## src/rtl/ccd_pkg.sv

```systemverilog
package ccd_pkg;
  localparam int WORD_W = 16;
  localparam int BYTE_W = 8;
  localparam int CODE_W = 6;
  localparam int IDX_W  = 5;
  localparam int HI_ADDR_W = 2;
  localparam int LO_ADDR_W = WORD_W - HI_ADDR_W;

  localparam logic [CODE_W-1:0] CODE_VRAM_RD16 = 6'b000000;
  localparam logic [CODE_W-1:0] CODE_VRAM_RD8  = 6'b001100;
  localparam logic [1:0]        KIND_REG       = 2'b10;

  typedef struct packed {
    logic [WORD_W-1:0] addr;
    logic [CODE_W-1:0] code;
  } cmd_state_t;
endpackage

```

## src/rtl/ccd_byte_joiner.sv

```systemverilog
module ccd_byte_joiner
  import ccd_pkg::*;
(
  input  logic              clk_i,
  input  logic              rst_ni,
  input  logic              byte_valid_i,
  input  logic [BYTE_W-1:0] byte_i,
  input  logic              clear_i,
  output logic              word_valid_o,
  output logic [WORD_W-1:0] word_o,
  output logic              pending_o
);
  logic              pend_q;
  logic [BYTE_W-1:0] hold_q;

  always_ff @(posedge clk_i or negedge rst_ni) begin
    if (!rst_ni) begin
      pend_q <= 1'b0;
      hold_q <= '0;
    end else if (clear_i) begin
      pend_q <= 1'b0;
    end else if (byte_valid_i) begin
      if (pend_q) begin
        pend_q <= 1'b0;
      end else begin
        pend_q <= 1'b1;
        hold_q <= byte_i;
      end
    end
  end

  assign word_valid_o = byte_valid_i & pend_q & ~clear_i;
  assign word_o       = {byte_i, hold_q};
  assign pending_o    = pend_q;

  // second byte always closes the pair
  a_r8_pair_closes: assert property (@(posedge clk_i) disable iff (!rst_ni)
    (pend_q && byte_valid_i && !clear_i) |=> !pend_q);
  // clear drops held byte
  a_r10_clear_byte: assert property (@(posedge clk_i) disable iff (!rst_ni)
    clear_i |=> !pend_q);
endmodule

```

## src/rtl/ccd_word_decode.sv

```systemverilog
module ccd_word_decode
  import ccd_pkg::*;
#(
  parameter int NUM_REGS = 24,
  parameter int M4_REGS  = 11
) (
  input  logic              mode5_i,
  input  logic              pending_i,
  input  logic              from_byte_i,
  input  logic [WORD_W-1:0] word_i,
  input  cmd_state_t        cur_i,
  output cmd_state_t        nxt_o,
  output logic              reg_hit_o,
  output logic [IDX_W-1:0]  reg_idx_o,
  output logic [BYTE_W-1:0] reg_data_o,
  output logic              set_pending_o,
  output logic              clr_pending_o,
  output logic              clr_fetch_o
);
  localparam int LIMIT_W = IDX_W + 2;

  logic [LIMIT_W-1:0] limit;
  logic               is_reg;

  assign limit      = mode5_i ? LIMIT_W'(NUM_REGS) : LIMIT_W'(M4_REGS);
  assign is_reg     = (word_i[WORD_W-1 -: 2] == KIND_REG);
  assign reg_idx_o  = word_i[IDX_W+BYTE_W-1:BYTE_W];
  assign reg_data_o = word_i[BYTE_W-1:0];

  always_comb begin
    nxt_o         = cur_i;
    reg_hit_o     = 1'b0;
    set_pending_o = 1'b0;
    clr_pending_o = 1'b0;
    clr_fetch_o   = 1'b0;
    if (pending_i) begin
      // second word: only the top address bits are taken
      nxt_o.addr[WORD_W-1:LO_ADDR_W] = word_i[HI_ADDR_W-1:0];
      clr_pending_o = 1'b1;
    end else begin
      nxt_o.addr[LO_ADDR_W-1:0] = word_i[LO_ADDR_W-1:0];
      nxt_o.code = {mode5_i ? cur_i.code[CODE_W-1:2] : '0, word_i[WORD_W-1 -: 2]};
      if (is_reg) begin
        reg_hit_o = ({2'b00, reg_idx_o} < limit);
      end else if (mode5_i) begin
        set_pending_o = 1'b1;
      end else begin
        clr_fetch_o = 1'b1;
      end
    end
    if (from_byte_i && nxt_o.code == CODE_VRAM_RD16) begin
      nxt_o.code = CODE_VRAM_RD8;
    end
  end
endmodule

```

## src/rtl/ctrl_cmd_decoder.sv

```systemverilog
module ctrl_cmd_decoder
  import ccd_pkg::*;
#(
  parameter int NUM_REGS = 24,
  parameter int M4_REGS  = 11
) (
  input  logic              clk_i,
  input  logic              rst_ni,
  input  logic              mode5_i,
  input  logic              wr16_valid_i,
  input  logic [WORD_W-1:0] wr16_data_i,
  input  logic              wr8_valid_i,
  input  logic [BYTE_W-1:0] wr8_data_i,
  input  logic              rd_i,
  output logic              reg_we_o,
  output logic [IDX_W-1:0]  reg_idx_o,
  output logic [BYTE_W-1:0] reg_data_o,
  output logic [WORD_W-1:0] addr_o,
  output logic [CODE_W-1:0] code_o,
  output logic              cmd_pending_o,
  output logic              byte_pending_o,
  output logic              clr_fetch_o
);
  cmd_state_t        st_q, st_nxt;
  logic              pend_q, we_q, clrf_q;
  logic [IDX_W-1:0]  idx_q;
  logic [BYTE_W-1:0] data_q;

  logic              join_valid;
  logic [WORD_W-1:0] join_word;
  logic              byte_accept;
  logic              word_go;
  logic [WORD_W-1:0] word_sel;
  logic              hit, set_p, clr_p, clr_f;
  logic [IDX_W-1:0]  dec_idx;
  logic [BYTE_W-1:0] dec_data;

  assign byte_accept = wr8_valid_i & ~wr16_valid_i & ~rd_i;

  ccd_byte_joiner u_join (
    .clk_i        (clk_i),
    .rst_ni       (rst_ni),
    .byte_valid_i (byte_accept),
    .byte_i       (wr8_data_i),
    .clear_i      (rd_i),
    .word_valid_o (join_valid),
    .word_o       (join_word),
    .pending_o    (byte_pending_o)
  );

  assign word_go  = ~rd_i & (wr16_valid_i | join_valid);
  assign word_sel = wr16_valid_i ? wr16_data_i : join_word;

  ccd_word_decode #(.NUM_REGS(NUM_REGS), .M4_REGS(M4_REGS)) u_dec (
    .mode5_i       (mode5_i),
    .pending_i     (pend_q),
    .from_byte_i   (~wr16_valid_i),
    .word_i        (word_sel),
    .cur_i         (st_q),
    .nxt_o         (st_nxt),
    .reg_hit_o     (hit),
    .reg_idx_o     (dec_idx),
    .reg_data_o    (dec_data),
    .set_pending_o (set_p),
    .clr_pending_o (clr_p),
    .clr_fetch_o   (clr_f)
  );

  always_ff @(posedge clk_i or negedge rst_ni) begin
    if (!rst_ni) begin
      st_q   <= '0;
      pend_q <= 1'b0;
      we_q   <= 1'b0;
      clrf_q <= 1'b0;
      idx_q  <= '0;
      data_q <= '0;
    end else begin
      we_q   <= 1'b0;
      clrf_q <= 1'b0;
      if (rd_i) begin
        pend_q <= 1'b0;
      end else if (word_go) begin
        st_q   <= st_nxt;
        we_q   <= hit;
        clrf_q <= clr_f;
        if (hit) begin
          idx_q  <= dec_idx;
          data_q <= dec_data;
        end
        if (set_p)      pend_q <= 1'b1;
        else if (clr_p) pend_q <= 1'b0;
      end
    end
  end

  assign reg_we_o      = we_q;
  assign reg_idx_o     = idx_q;
  assign reg_data_o    = data_q;
  assign addr_o        = st_q.addr;
  assign code_o        = st_q.code;
  assign cmd_pending_o = pend_q;
  assign clr_fetch_o   = clrf_q;

  // strobed index always within the limit of the protocol in use
  a_r5_idx_limit: assert property (@(posedge clk_i) disable iff (!rst_ni)
    reg_we_o |-> (int'(reg_idx_o) < ($past(mode5_i) ? NUM_REGS : M4_REGS)));
  // read clears the sequence state
  a_r10_read_clears: assert property (@(posedge clk_i) disable iff (!rst_ni)
    rd_i |=> (!cmd_pending_o && !byte_pending_o));
  // single-word protocol never leaves a command pending
  a_r7_m4_no_pending: assert property (@(posedge clk_i) disable iff (!rst_ni)
    (!mode5_i && !cmd_pending_o && wr16_valid_i && !rd_i) |=> !cmd_pending_o);
  // 16-bit word in single-word protocol clears upper code bits
  a_r3_m4_code_clear: assert property (@(posedge clk_i) disable iff (!rst_ni)
    (!mode5_i && !cmd_pending_o && wr16_valid_i && !rd_i) |=> (code_o[5:2] == 4'b0000));
  // at most one of the two pulses per cycle
  a_r4_one_pulse: assert property (@(posedge clk_i) disable iff (!rst_ni)
    $onehot0({reg_we_o, clr_fetch_o}));
  // second word keeps the low address bits
  a_r6_second_keeps_low: assert property (@(posedge clk_i) disable iff (!rst_ni)
    (cmd_pending_o && wr16_valid_i && !rd_i) |=>
      ($stable(addr_o[13:0]) && $stable(code_o) && !cmd_pending_o));
endmodule

```

## config.mk

```make
export PLATFORM = sky130hd
export DESIGN_NAME = ctrl_cmd_decoder
export DESIGN_NICKNAME = d
export VERILOG_FILES = /design/src/rtl/ccd_pkg.sv /design/src/rtl/ccd_byte_joiner.sv /design/src/rtl/ccd_word_decode.sv /design/src/rtl/ctrl_cmd_decoder.sv
export SDC_FILE = /design/constraint.sdc
export NUM_CORES = 1
export LEC_CHECK = 0
export ABC_AREA = 0
export CAP_MARGIN = 0
export CELL_PAD_IN_SITES_DETAIL_PLACEMENT = 1
export CELL_PAD_IN_SITES_GLOBAL_PLACEMENT = 2
export CORE_AREA = 2 2 90 92
export DETAILED_ROUTE_END_ITERATION = 7
export DIE_AREA = 0 0 92 94
export PLACE_DENSITY_LB_ADDON = 0.08
export SYNTH_ARGS = -nofsm -noshare
export SYNTH_HDL_FRONTEND = slang
export SYNTH_HIERARCHICAL = 1
export SYNTH_SLANG_ARGS = --single-unit
```

## constraint.sdc

```tcl
create_clock -name clk_i -period 3.2 [get_ports clk_i]
set_input_delay 0.64 -clock clk_i [delete_from_list [all_inputs] [get_ports clk_i]]
set_output_delay 0.64 -clock clk_i [all_outputs]
set_load 0.02 [all_outputs]
```

Word level (Yosys, flattened, before mapping)
Index checks and enable logic that the tools add are counted.
W data, S select, Z words.
- register bits after elaboration: 47
- input port bits: 30
- logic and storage cells: 58
- magnitude comparators: 1
- equality and inequality tests: 1
- muxes and demuxes: 25
- bitwise operators: 10
- reductions and logical operators: 11
- operator list (cell ; number):
    $mux W1 ; 20
    $mux W16 ; 1
    $mux W6 ; 2
    $reduce_and A3 Y1 ; 4
    $logic_not A6 Y1 ; 1
    $and A1 B1 Y1 ; 5
    $lt A5 B5 Y1 ; 1
    $mux W5 ; 1
    $mux W4 ; 1
    $not A1 Y1 ; 4
    $reduce_and A2 Y1 ; 2
    $reduce_bool A2 Y1 ; 2
    $reduce_bool A3 Y1 ; 1
    $eq A2 B2 Y1 const B ; 1
    $logic_and A1 B1 Y1 ; 1
    $or A1 B1 Y1 ; 1

Longest topological paths before layout
- depth in word-level cells: 9
- mapped depth: 9
- depth with buffers taken out: 7

By module
The synthesis kept the hierarchy.
- by module, submodules not included (module ; instances ; cells an instance ; area an instance (um2) ; sequential area each (um2)):
    ctrl_cmd_decoder ; 1 ; 105 ; 1667.8 ; 950.9
    ccd_word_decode ; 1 ; 62 ; 535.5 ; 0.0
    ccd_byte_joiner ; 1 ; 29 ; 416.6 ; 225.2

Worst setup path before layout
OpenSTA, ideal clock, no wires.
- path type: in2reg
- start point: in wr16_valid_i
- end point: reg data_q[2], in the netlist reg_data_o[2]
- library setup time: 0.125 ns
- arrival time: 2.449 ns
- data required time: 3.075 ns
- setup slack: 0.626 ns
- stages: 9
- path buffers: 2
- cells stage by stage: buf_2 -> mux2_2 -> ha_1 -> o21ai_0 -> a21oi_1 -> nor4b_2 -> nand2_4 -> buf_6 -> mux2_4
- elaborated cells between the ends (all ways): 13
- classes of those cells: 1 x order compare; 1 x eq/ne; 3 x mux; 7 x bitwise; 1 x reduce/logical
- RTL lines (what ; RTL line ; source):
    start: declaration ; ctrl_cmd_decoder.sv:10 ; input logic wr16_valid_i,
    $mux W16 ; ctrl_cmd_decoder.sv:52 ; assign word_sel = wr16_valid_i ? wr16_data_i : join_word;
    via word_sel[9] ; ctrl_cmd_decoder.sv:33 ; logic [WORD_W-1:0] word_sel;
    $lt A5 B5 Y1 ; ccd_word_decode.sv:44 ; reg_hit_o = ({2'b00, reg_idx_o} < limit);
    $mux W1 ; ccd_word_decode.sv:43 ; if (is_reg) begin
    $mux W1 ; ccd_word_decode.sv:36 ; if (pending_i) begin
    via hit ; ctrl_cmd_decoder.sv:34 ; logic hit, set_p, clr_p, clr_f;
    $reduce_and A3 Y1 (no line) ; n/a ;
    end signal: assignment ; ctrl_cmd_decoder.sv:88 ; data_q <= dec_data;
    end: declaration ; ctrl_cmd_decoder.sv:27 ; logic [BYTE_W-1:0] data_q;
The timed path passes the listed nets, and every way through them passes these cells.
A chain may end at the register's enable or synchronous reset.

Worst setup path in the final report
Same ends and word-level chain as after synthesis.

==> reports/results.ini <==
[sta]
max_slew_margin_pct = 26.7
finalHoldViolations = 0
drv_slew = 0
rsz0062_at_grt = no
worstMarginPinSlew_ns = 1.10
setup_ws_ns = 0.377
fin_setup_tns_ns = 0
setup_viol = 0
fmax_ghz = 0.354
finalCritPeriodShare_pct = 88.2
skew_ns = 0.0101
fin_crit_ns = 2.82

[drt]
wirelength_mm = 6.29
drc_errors = 0
dr_wl_met2_mm = 3.07
route.vias.total = 1663
drt_iter0_drc = 53
wire_per_inst_um = 18.0
viasPerCell = 4.75
wl_met1_mm = 2.86
first_pass_iters = 3
wl_met3_um = 322
highest_layer = met4
postRouteAntennaNets = 0

[synth]
yosysTopAreaCellShare_pct = 44.9
netlist_area_um2 = 2620
synth_cell_types = 28
yosys_warnings = 6
synth_area_leaders = dfrtp_1 45%, mux2_2 29%, buf_4 6.9%
syn_avg_cell_area_um2 = 13.4
yosysSeqAreaShare_pct = 44.9
postSynthNetCount = 228
synth_area_leader_cell = dfrtp_1
ys_ff_latch = 47
synthCells = 196

[worst_setup_path]
reg2reg_depth = 4
cp.required_ns = 3.40
r2r_end = reg_data_o[2]
r2r_slack_ns = 1.20
arrival_ns = 3.02
worstPathMaxFanout = 15
critPathKind = input pin to flop
critPathLaunchType = input pin
cp-end-kind = flop
reg2reg_from = cmd_pending_o

[clocking]
clockBufferDepth = 2
cts_made_buffers = 5
cts-root-buf = clkbuf_8
clk_latency_ns = 0.30
ctsHoldBuffers = 0
post_cts_resize_count = 0
cts.sinks = 47
path_clk_slew_ns = 0.10
post_cts_buffers = 0
cts_max_level = 2
cts_tree = built

[global_routing]
grt_max_degree = 48
grt_pass1_vias = 1858
overflow = 0
grt_antenna_before_repair = 0
grt_pass1_wl_mm = 10.0
grtUsageTotal_pct = 15.2

[die]
start_util_pct = 34.4
io_pins = 69
row_count = 32
die_h_um = 94
die_area_um2 = 8650
die_w_um = 92
core_area_um2 = 7610

[power_and_ir_drop]
powerDensity_nw_per_um2 = 641
vdd_ir_drop_max_mv = 0.246
p_leak_uw = 0.00142

[placed_design]
dp_hpwl_mm = 4.66
place.gp.congestion = 0.719
place_worst_setup_slack_ns = 0.0339
io_buffer_count = 68

[worst_hold_path]
min_from = u_join/hold_q[5]
hold_class = flop to flop
whs_endpoint = u_join/hold_q[5]
hold_depth = 1

[finish]
final_nets = 279
diodes = 0
area_growth_pct = 27.1
drive_gt1_share_pct = 41.5

[flow_run]
cap_violations = 0

[run_status]
status = finished clean

[layer usage]
layer / vias to the layer above / global-route usage [%]
met1: 838 / 19.4
met4: 0 / 3.73
met3: 5 / 3.93
met5: - / 0
met2: 46 / 25.7
li1: 774 / -
[per-stage QoR]
step / instance area (um^2) / instances / total power, uW / util (%) / hold slack, ns
2_1_floorplan: 2620 / 196 / 1390 / - / 0.344
4_1_cts: 3330 / 350 / 2170 / 43.8 / 0.518
6_report: 3330 / 350 / 2140 / 43.8 / 0.511
3_3_place_gp: 3230 / 342 / 1750 / 42.5 / 0.491
3_5_place_dp: 3230 / 342 / 1770 / 42.5 / 0.496
5_1_grt: 3330 / 350 / 2270 / 43.8 / 0.549
[area by class of cell]
| type | count | area (um^2) |
|---|---|---|
| flip-flops and latches | 47 | 1180 |
| repair buffers | 76 | 736 |
| well taps | 102 | 128 |
| clock buffers | 6 | 82.6 |
| multi-input cells | 113 | 1180 |
| fillers | 807 | 4280 |
| inverters | 4 | 15.0 |
| clock inverters | 2 | 16.3 |
[worst max-delay path by stage]
stage	startpoint	to	slack (ns)
3_3_place_gp	wr16_valid_i	reg_data_o[6]	0.17
3_5_place_dp	wr16_valid_i	reg_data_o[2]	0.03
6_report	wr16_valid_i	reg_data_o[2]	0.38
5_1_grt	wr16_valid_i	reg_idx_o[3]	0.28
4_1_cts	wr16_valid_i	reg_data_o[2]	0.37
2_1_floorplan	wr16_valid_i	reg_data_o[2]	0.63
[cells by family (layout without fill, tap and decap cells)]
kind of cell / count (synthesis) / count (layout) / synth area share [%]
mux: 77 / 77 / 34.5
flops: 47 / 47 / 44.9
buf+inv: 36 / 88 / 10.2
simple gates: 17 / 17 / 4.54
compound gates: 16 / 16 / 4.58
fa+ha+maj: 2 / 2 / 0.955
xor+xnor: 1 / 1 / 0.334
[critical path, cell delays in order]
cell	delay [ns]
clkdlybuf4s50_1	0.56
buf_4	0.27
mux2_2	0.39
nor2_1	0.12
a21oi_1	0.08
nor4b_2	0.33
nand2_4	0.26
mux2_4	0.36
[layout by cell type (no fill, tap or decap)]
cell | Yosys | layout
o21ai_1 | 1 | 1
nor3b_1 | 1 | 1
buf_4 | 24 | 8
ha_1 | 2 | 2
a21oi_1 | 3 | 3
nor3_1 | 3 | 3
inv_1 | 4 | 4
nand2_1 | 3 | 3
o21ba_1 | 1 | 1
buf_2 | 3 | 1
clkdlybuf4s50_1 | 0 | 67
o21a_1 | 2 | 2
nand2_4 | 1 | 1
and3b_2 | 1 | 1
clkinvlp_4 | 0 | 1
and2_1 | 1 | 1
mux2_2 | 67 | 67
nor2_2 | 1 | 1
a22oi_2 | 1 | 1
clkbuf_8 | 0 | 6
nor3b_4 | 1 | 1
mux2_4 | 10 | 10
nor2b_1 | 1 | 1
o21ai_0 | 5 | 5
o31ai_2 | 2 | 2
a211oi_2 | 1 | 1
xnor2_1 | 1 | 1
nor4b_2 | 1 | 1
clkinv_4 | 0 | 1
dfrtp_1 | 47 | 47
nor2_1 | 3 | 3
[synthesized netlist by cell type (all sizes together)]
cell type	count
nor2	4
buf	32
a211oi	1
nor2b	1
o31ai	2
inv	4
and2	1
a21oi	3
nor4b	1
nor3b	2
a22oi	1
and3b	1
nand2	4
nor3	3
o21ba	1
o21ai	6
xnor2	1
ha	2
mux2	77
o21a	2
dfrtp	47
[state kept, by name, summed over array words and instances, names as in the netlist]
name / cells
addr_o: 16
clr_fetch_o: 1
cmd_pending_o: 1
code_o: 6
reg_data_o: 8
reg_idx_o: 5
reg_we_o: 1
u_join/hold_q: 8
u_join/pending_o: 1
[power by group]
part | internal (uW) | total, uW | switching [uW]
Sequential | 758 | 873 | 114
Combinational | 499 | 873 | 374
Clock | 177 | 391 | 214
Power figures use the tool's default switching activity.
